$ cat config.mk
export PLATFORM = sky130hd
export DESIGN_NAME = vtg_lfsr_timing
export DESIGN_NICKNAME = d
export VERILOG_FILES = /design/src/rtl/vtg_pkg.sv /design/src/rtl/vtg_lfsr_ctr.sv /design/src/rtl/vtg_win_flag.sv /design/src/rtl/vtg_lfsr_timing.sv
export SDC_FILE = /design/constraint.sdc
export NUM_CORES = 1
export LEC_CHECK = 0
export BUFFER_PORTS_ARGS = -buffer_cell sky130_fd_sc_hd__buf_2
export CAP_MARGIN = 20
export CORE_MARGIN = 3
export CORE_UTILIZATION = 40
export CTS_BUF_LIST = sky130_fd_sc_hd__clkbuf_8
export CTS_CLUSTER_DIAMETER = 60
export DETAILED_ROUTE_END_ITERATION = 10
export GPL_ROUTABILITY_DRIVEN = 0
export PLACE_DENSITY = 0.64
export SLEW_MARGIN = 0
export SYNTH_ARGS = -nofsm -noshare
export SYNTH_HDL_FRONTEND = slang
export SYNTH_SLANG_ARGS = --single-unit
$ cat constraint.sdc
create_clock -name clk -period 3.8 [get_ports clk]
set_clock_uncertainty 0.15 [all_clocks]
set_input_delay 1.14 -clock clk [delete_from_list [all_inputs] [get_ports clk]]
set_output_delay 1.14 -clock clk [all_outputs]
set_load 0.005 [all_outputs]
$ cat src/rtl/vtg_pkg.sv
package vtg_pkg;
  // Index of each window flag inside the flag array of the top module.
  // The horizontal flags come first; the top relies on that order.
  typedef enum int {
    FL_HSYNC = 0,
    FL_HWIN  = 1,
    FL_VSYNC = 2,
    FL_VWIN  = 3
  } flag_idx_e;

  localparam int NUM_FLAGS = 4;
  localparam int NUM_HFLAGS = 2;
endpackage

$ cat src/rtl/vtg_lfsr_ctr.sv
module vtg_lfsr_ctr #(
  parameter int W = 16,
  parameter logic [W-1:0] TAPS = 16'h8016
) (
  input  logic         clk,
  input  logic         rst_n,
  input  logic         adv,
  input  logic         restart,
  input  logic [W-1:0] end_st,
  output logic [W-1:0] cur,
  output logic [W-1:0] nxt,
  output logic         wrap
);
  localparam logic [W-1:0] SEED = '1;

  logic [W-1:0] cur_q;
  logic [W-1:0] stepped;
  logic         fb;

  always_comb begin
    fb      = ^(cur_q & TAPS);
    stepped = {cur_q[W-2:0], fb};
    wrap    = (cur_q == end_st);
    nxt     = (restart || wrap) ? SEED : stepped;
  end

  always_ff @(posedge clk or negedge rst_n) begin
    if (!rst_n) begin
      cur_q <= SEED;
    end else if (adv) begin
      cur_q <= nxt;
    end
  end

  assign cur = cur_q;
endmodule

$ cat src/rtl/vtg_win_flag.sv
module vtg_win_flag #(
  parameter int W = 16
) (
  input  logic         clk,
  input  logic         rst_n,
  input  logic         en,
  input  logic [W-1:0] probe,
  input  logic [W-1:0] on_st,
  input  logic [W-1:0] off_st,
  output logic         q,
  output logic         d
);
  logic q_r;

  always_comb begin
    d = q_r;
    if (en) begin
      if (probe == on_st) begin
        d = 1'b1;
      end else if (probe == off_st) begin
        d = 1'b0;
      end
    end
  end

  always_ff @(posedge clk or negedge rst_n) begin
    if (!rst_n) begin
      q_r <= 1'b0;
    end else begin
      q_r <= d;
    end
  end

  assign q = q_r;
endmodule

$ cat src/rtl/vtg_lfsr_timing.sv
module vtg_lfsr_timing #(
  parameter int W = 16,
  parameter logic [W-1:0] TAPS = 16'h8016
) (
  input  logic         clk,
  input  logic         rst_n,
  input  logic         pix_en,
  input  logic [W-1:0] h_end,
  input  logic [W-1:0] hs_on,
  input  logic [W-1:0] hs_off,
  input  logic [W-1:0] ha_on,
  input  logic [W-1:0] ha_off,
  input  logic [W-1:0] v_end,
  input  logic [W-1:0] vs_on,
  input  logic [W-1:0] vs_off,
  input  logic [W-1:0] va_on,
  input  logic [W-1:0] va_off,
  output logic         hsync,
  output logic         vsync,
  output logic         de,
  output logic         sol,
  output logic         sof
);
  import vtg_pkg::*;

  logic         run_q, run_d;
  logic         de_q, de_d;
  logic         sol_q, sol_d;
  logic         sof_q, sof_d;
  logic         line_adv;
  logic         h_wrap, v_wrap;
  logic [W-1:0] h_st, h_nxt, v_st, v_nxt;

  logic [W-1:0] fl_on    [NUM_FLAGS];
  logic [W-1:0] fl_off   [NUM_FLAGS];
  logic [NUM_FLAGS-1:0] fl_q, fl_d;

  vtg_lfsr_ctr #(.W(W), .TAPS(TAPS)) u_hctr (
    .clk(clk), .rst_n(rst_n), .adv(pix_en), .restart(!run_q),
    .end_st(h_end), .cur(h_st), .nxt(h_nxt), .wrap(h_wrap)
  );

  vtg_lfsr_ctr #(.W(W), .TAPS(TAPS)) u_vctr (
    .clk(clk), .rst_n(rst_n), .adv(line_adv), .restart(!run_q),
    .end_st(v_end), .cur(v_st), .nxt(v_nxt), .wrap(v_wrap)
  );

  always_comb begin
    fl_on[FL_HSYNC]  = hs_on;  fl_off[FL_HSYNC] = hs_off;
    fl_on[FL_HWIN]   = ha_on;  fl_off[FL_HWIN]  = ha_off;
    fl_on[FL_VSYNC]  = vs_on;  fl_off[FL_VSYNC] = vs_off;
    fl_on[FL_VWIN]   = va_on;  fl_off[FL_VWIN]  = va_off;
  end

  // Horizontal flags watch the next pixel position on every enabled step,
  // vertical flags watch the next line position at line starts only.
  for (genvar i = 0; i < NUM_FLAGS; i++) begin : g_flag
    if (i < NUM_HFLAGS) begin : g_h
      vtg_win_flag #(.W(W)) u_flag (
        .clk(clk), .rst_n(rst_n), .en(pix_en), .probe(h_nxt),
        .on_st(fl_on[i]), .off_st(fl_off[i]), .q(fl_q[i]), .d(fl_d[i])
      );
    end else begin : g_v
      vtg_win_flag #(.W(W)) u_flag (
        .clk(clk), .rst_n(rst_n), .en(line_adv), .probe(v_nxt),
        .on_st(fl_on[i]), .off_st(fl_off[i]), .q(fl_q[i]), .d(fl_d[i])
      );
    end
  end

  always_comb begin
    line_adv = pix_en && (!run_q || h_wrap);
    run_d    = run_q | pix_en;
    sol_d    = line_adv;
    sof_d    = line_adv && (!run_q || v_wrap);
    de_d     = pix_en ? (fl_d[FL_HWIN] & fl_d[FL_VWIN]) : de_q;
  end

  always_ff @(posedge clk or negedge rst_n) begin
    if (!rst_n) begin
      run_q <= 1'b0;
      de_q  <= 1'b0;
      sol_q <= 1'b0;
      sof_q <= 1'b0;
    end else begin
      run_q <= run_d;
      de_q  <= de_d;
      sol_q <= sol_d;
      sof_q <= sof_d;
    end
  end

  assign hsync = fl_q[FL_HSYNC];
  assign vsync = fl_q[FL_VSYNC];
  assign de    = de_q;
  assign sol   = sol_q;
  assign sof   = sof_q;
endmodule

---- Word level (Yosys, flattened, before mapping) ----
Index checks and enable logic that the tools add are counted.
cells by class
  muxes and demuxes ....................... 12
  reduce and logical (&&, ||, !) cells .... 11
  equal/unequal tests ..................... 10
  bitwise logic cells ..................... 2
operators by type and width
  kind                  count
  equality test 16 bit  10
  2-to-1 mux 16 bit     2
  XOR reduction 16 bit  2
  2-to-1 mux 1 bit      10
  AND reduction 2 bit   2
  nonzero test 2 bit    2
  logical AND 1 bit     2
  logical OR 1 bit      2
  AND 1 bit             1
  zero test 1 bit       1
  OR 1 bit              1
word-level totals
  bits of input ports ..................... 163
  register bits ........................... 40

---- Longest topological paths before layout ----
  word-level depth ........................ 8
  mapped depth ............................ 13

---- Hierarchy ----
From an unflattened synthesis, not the netlist that was laid out.
unflattened totals
  cell total of the unflattened synthesis .. 366
  area, all modules ....................... 3598.5 um2
modules (own cells, without submodules)
  module           sequential area each (um2)  cells an instance  times used  area an instance (um2)
  vtg_lfsr_ctr     420.4                       83                 2           962.2
  vtg_win_flag     25.0                        47                 4           382.9
  vtg_lfsr_timing  100.1                       12                 1           142.6

---- Worst setup path after synthesis ----
No wires, ideal clock.
  kind .................................... input-to-reg
  from .................................... input port h_end[5]
  to ...................................... register g_flag[0].g_h.u_flag.q_r
  path buffers ............................ 2
  library setup time ...................... 0.134 ns
  stages .................................. 11
  path slack .............................. 0.216 ns
  arrival ................................. 3.300 ns
  cells stage by stage .................... xnor2_1 nand4_1 o41ai_4 buf_6 buf_2 nor2_1 xnor2_1 a2111oi_0 nand4_1 o41ai_1 o21ai_1
on the way
  cells in the longest elaborated chain, start to end .. 6
  elaborated cells on any way between the ends .. 8
  classes of those cells .................. 3 x eq/ne; 2 x mux; 3 x reduce/logical
ends and longest elaborated chain
  what                                            line                                    text
  start, declared                                 vtg_lfsr_timing.sv:8                    input logic [W-1:0] h_end,
  equality test 16 bit (*)                        vtg_lfsr_ctr.sv:23                      wrap = (cur_q == end_st);
  logical OR 1 bit (*)                            vtg_lfsr_ctr.sv:24                      nxt = (restart || wrap) ? SEED : stepped;
  2-to-1 mux 16 bit (*)                           vtg_lfsr_ctr.sv:24
  equality test 16 bit, on equally long branches  vtg_win_flag.sv:20, vtg_win_flag.sv:18
  nonzero test 2 bit (no source line)             n/a
  AND reduction 2 bit (no source line)            n/a
  end signal, assigned                            vtg_win_flag.sv:28                      q_r <= 1'b0;
  end signal, assigned                            vtg_win_flag.sv:30                      q_r <= d;
  end, declared                                   vtg_win_flag.sv:13                      logic q_r;
Every way passes the cells marked *; elsewhere a longest branch is shown, timed or not.
A chain may end at the register's enable or synchronous reset.

---- Worst setup path in the final report ----
  from .................................... input port v_end[14]
  to ...................................... register de_q, in the netlist de
on the way
  cells in the longest elaborated chain, start to end .. 8
  elaborated cells on any way between the ends .. 9
  classes of those cells .................. 3 x eq/ne; 4 x mux; 1 x bitwise; 1 x reduce/logical
ends and longest elaborated chain
  what                        line                   text
  start, declared             vtg_lfsr_timing.sv:13  input logic [W-1:0] v_end,
  equality test 16 bit (*)    vtg_lfsr_ctr.sv:23
  logical OR 1 bit (*)        vtg_lfsr_ctr.sv:24
  2-to-1 mux 16 bit (*)       vtg_lfsr_ctr.sv:24
  equality test 16 bit        vtg_win_flag.sv:20     end else if (probe == off_st) begin
  2-to-1 mux 1 bit            vtg_win_flag.sv:20
  2-to-1 mux 1 bit (*)        vtg_win_flag.sv:18     if (probe == on_st) begin
  2-to-1 mux 1 bit (*)        vtg_win_flag.sv:17     if (en) begin
  via g_flag[3].g_v.u_flag.d  vtg_win_flag.sv:11     output logic d
  AND 1 bit (*)               vtg_lfsr_timing.sv:76  de_d = pix_en ? (fl_d[FL_HWIN] & fl_d[FL_VWIN]) : de_q;
  end signal, assigned        vtg_lfsr_timing.sv:82  de_q <= 1'b0;
  end signal, assigned        vtg_lfsr_timing.sv:87  de_q <= de_d;
  end, declared               vtg_lfsr_timing.sv:27  logic de_q, de_d;
The timed path passes the listed nets; every way through them passes the cells marked *.

==> results.sh <==
export IMPL_outcome="completed"
export IMPL_drt_first_pass_iters=6
export IMPL_power_per_cell_area_mw_per_mm2=367
export IMPL_global_route_usage_met2_pct=41.8
export IMPL_gr_max_usage_layer="met2"
export IMPL_detailedPlacementHpwl_microns=14600
export IMPL_globalRouteMet1Util_pct=34.2
export IMPL_slowest_delay_ns=0.52
export IMPL_fp_dieArea_sq_mm=0.0138
export IMPL_syn_num_nets=839
export IMPL_layout_common_cells="167 x sky130_fd_sc_hd__buf_2, 93 x sky130_fd_sc_hd__nor2_1, 60 x sky130_fd_sc_hd__a21oi_1"
export IMPL_worst_endpoint_required_ns=3.85
export IMPL_static_leakage_power_uw=0.00265
export IMPL_clock_sinks=40
export IMPL_total_congestion_overflow_after_global_routing=0
export IMPL_synthesis_instances=676
export IMPL_fin_crit_ns=3.62
export IMPL_edff_count_synth=0
export IMPL_ys_warn_count=0
export IMPL_postRouteAntennaNets=0
export IMPL_n_antenna_cell=0
export IMPL_total_count_of_hold_check_failures_in_the_final_report=0
export IMPL_critical_path_slowest_cell="sky130_fd_sc_hd__o41ai_4"
export IMPL_clk_latency_ns=0.30
export IMPL_timing_hold_ws_ns=0.344
export IMPL_cts_root_buffer_cell="sky130_fd_sc_hd__clkbuf_8"
export IMPL_area_delta_synth_final_pct=25.2
export IMPL_globalRouteMet3Util_pct=4.34
export IMPL_pin_count=168
export IMPL_area_of_combinational_cells_with_multiple_inputs_sq_mm=0.00360
export IMPL_synth_async_reset_ratio_pct=100
export IMPL_seq_area_frac_synth_pct=21.0
export IMPL_cts_root_to_sink_buffers=2
export IMPL_timing_critical_path_arrival_ns=3.67
export IMPL_vias_per_cell=5.89
export IMPL_detail_route_drc_violations=0
export IMPL_wl_cell_microns=18.1
export IMPL_fill_cells=1172
export IMPL_category_of_the_worst_setup_path_launch_point="input port"
export IMPL_buffer_ports_inserted=167
export IMPL_worst_path_max_fanout=5
export IMPL_drt_iter0_drc=526
export IMPL_die_w_microns=117
export IMPL_synth_seq_cells=40
export IMPL_hold_class="reg -> reg"
export IMPL_clkSlewWorstSetupHoldPaths_ns=0.09
export IMPL_most_used_flip_flop_cell_after_synthesis="sky130_fd_sc_hd__dfstp_2"
export IMPL_die_h_microns=117
export IMPL_vias_in_the_first_global_route=5569
export IMPL_final_period_util_pct=95.3
export IMPL_end_kind="register"
export IMPL_power_ir_vdd_worst_v=0.000161
export IMPL_post_route_cells_drive_above_1_share_pct=32.7
export IMPL_final_setup_tns_ns=0
export IMPL_vias_after_detailed_routing=5927
export IMPL_floorplan_core_area_sq_mm=0.0121
export IMPL_post_synth_instance_area_sq_mm=0.00497
export IMPL_cts_max_level=2
export IMPL_globalRouteTotalUtil_pct=25.4
export IMPL_floorplan_initialDensity_pct=41.2
export IMPL_grt_setup_unrepaired="false"
export IMPL_hold_buffers=0
export IMPL_max_clock_freq_mhz=276
export IMPL_count_of_different_cell_masters_after_synthesis=64
export IMPL_worstPathCellList="buf_2 -> xnor2_1 -> nand4_1 -> o41ai_4 -> o2111ai_1 -> a2111oi_0 -> o2111a_1 -> a41o_1 -> o21ai_1 -> a31o_1"
export IMPL_worst_path_buf_inv=1
export IMPL_seqCellArea_sq_mm=0.00104
export IMPL_grt_pass1_wl_microns=28600
export IMPL_clock_tree_from_tritoncts="yes"
export IMPL_num_rows=40
export IMPL_crit_family="compound AO/OA/AOI/OAI gates"
export IMPL_layout_commonest_cell="sky130_fd_sc_hd__buf_2"
export IMPL_crit_type="in -> reg"
export IMPL_slew_limit_headroom_pct=39.0
export IMPL_final_max_slew_violation_count=0
export IMPL_routed_wl_microns=18300
export IMPL_timing_max_cap_violations=0
export IMPL_layout_nets=1001
export IMPL_postSynthAreaPerCell_sq_um=7.35
export IMPL_tightestPinTransition_ns=0.915
export IMPL_number_of_antenna_violations_at_the_first_check_in_global_routing=1
export IMPL_setup_viol=0
export IMPL_tritoncts_num_buffers=5
export IMPL_grt_start_max_net_pins=41
==> Yosys cell counts (8+ instances only) <==
library cell               number  share of area (%)
sky130_fd_sc_hd__nand3_1        9               0.91
sky130_fd_sc_hd__nor2_1        93                7.0
sky130_fd_sc_hd__nand4_1       17                2.1
sky130_fd_sc_hd__dfrtp_1        8                4.0
sky130_fd_sc_hd__buf_2         22                2.2
sky130_fd_sc_hd__a32oi_1       16                2.8
sky130_fd_sc_hd__o41ai_1        9                1.6
sky130_fd_sc_hd__dfstp_2       32                 17
sky130_fd_sc_hd__nand2b_1      10                1.3
sky130_fd_sc_hd__o21ai_0       33                3.3
sky130_fd_sc_hd__xnor2_1       45                7.9
sky130_fd_sc_hd__a32o_1         8                1.6
sky130_fd_sc_hd__clkbuf_1      22                1.7
sky130_fd_sc_hd__mux2_2        11                2.5
sky130_fd_sc_hd__and2_1        10                1.3
sky130_fd_sc_hd__nor4_1        21                2.6
sky130_fd_sc_hd__inv_1         18                1.4
sky130_fd_sc_hd__nand2_1       45                3.4
sky130_fd_sc_hd__a31oi_1       14                1.8
sky130_fd_sc_hd__xor2_1        35                6.2
sky130_fd_sc_hd__nor2b_1        9                1.1
sky130_fd_sc_hd__a21oi_1       60                6.0
sky130_fd_sc_hd__a22o_1         9                1.6
sky130_fd_sc_hd__nor3_1        25                2.5
==> path summary, 6_finish.rpt <==
| check | start | endpoint | slack, ns | cells past startpoint |
|---|---|---|---|---|
| worst max-delay path | v_end[14] | de | 0.18 | 10 |
| worst min-delay path | g_flag[1].g_h.u_flag.q | g_flag[1].g_h.u_flag.q | 0.34 | 1 |
| worst max register to register | u_vctr.cur[2] | de | 0.38 | 9 |
| worst min register to register | g_flag[1].g_h.u_flag.q | g_flag[1].g_h.u_flag.q | 0.34 | 1 |
| max in group asynchronous | rst_n | run_q | 2.12 | 1 |
| min in group asynchronous | rst_n | sol | 0.81 | 1 |
==> cell type report <==
class / count / share of cell area, %
clock inverter: 3 / 0.744
multi-input combinational: 565 / 58.0
inverter: 18 / 1.09
clock buffer: 5 / 1.11
sequential: 40 / 16.7
tap: 168 / 3.38
timing repair buffer: 208 / 19.0
==> through the flow <==
stage / power [uW] / util (%) / instance area, sq um / setup WS (ns) / cells
after floorplan: 1450 / - / 4970 / 0.216 / 676
after global placement: 1850 / 50.5 / 6090 / -0.196 / 999
after detailed placement: 1890 / 50.5 / 6090 / -0.280 / 999
after CTS: 2270 / 51.5 / 6210 / 0.0499 / 1007
after global routing: 2450 / 51.6 / 6220 / 0.0292 / 1007
final: 2280 / 51.6 / 6220 / 0.177 / 1007
==> worst register-to-register path, delay by kind of cell (launching register included) <==
kind	cells	cell delay (ns)
AOI/OAI and AO/OA	7	2.06
and+or+nand+nor	1	0.20
DFF	1	0.73
xor gates and xnor gates	1	0.16
==> report_power, final <==
group	total (uW)	internal, uW	switching [uW]
combinational	1140	536	609
sequential	762	545	218
clock	377	198	178
total	2280	1280	1000
==> state kept, by name, indices dropped and copies added (netlist names) <==
signal	flops
de	1
g_flag.g_h.u_flag.q	2
g_flag.g_v.u_flag.q	2
run_q	1
sof	1
sol	1
u_hctr.cur	16
u_vctr.cur	16
==> layer usage <==
layer / share of wire, % / wire length (microns)
met3: 9.0 / 1650
met4: 2.6 / 466
met1: 42 / 7620
met2: 47 / 8530
met5: 0.038 / 7
==> cell families (layout without fill, tap and decap cells) <==
kind of cell / after synthesis / count (layout) / synth area share, %
mux: 14 / 14 / 3.10
buf+inv: 71 / 234 / 6.75
simple gates: 266 / 266 / 26.1
compound gates: 203 / 203 / 28.3
flops: 40 / 40 / 21.0
xor+xnor: 82 / 82 / 14.8
==> timing repair <==
action                     CTS  global route
buffers inserted             0             0
resized for setup            0             3
setup endpoints to repair    0             2
No activity file was read; power rests on OpenSTA's default activity.
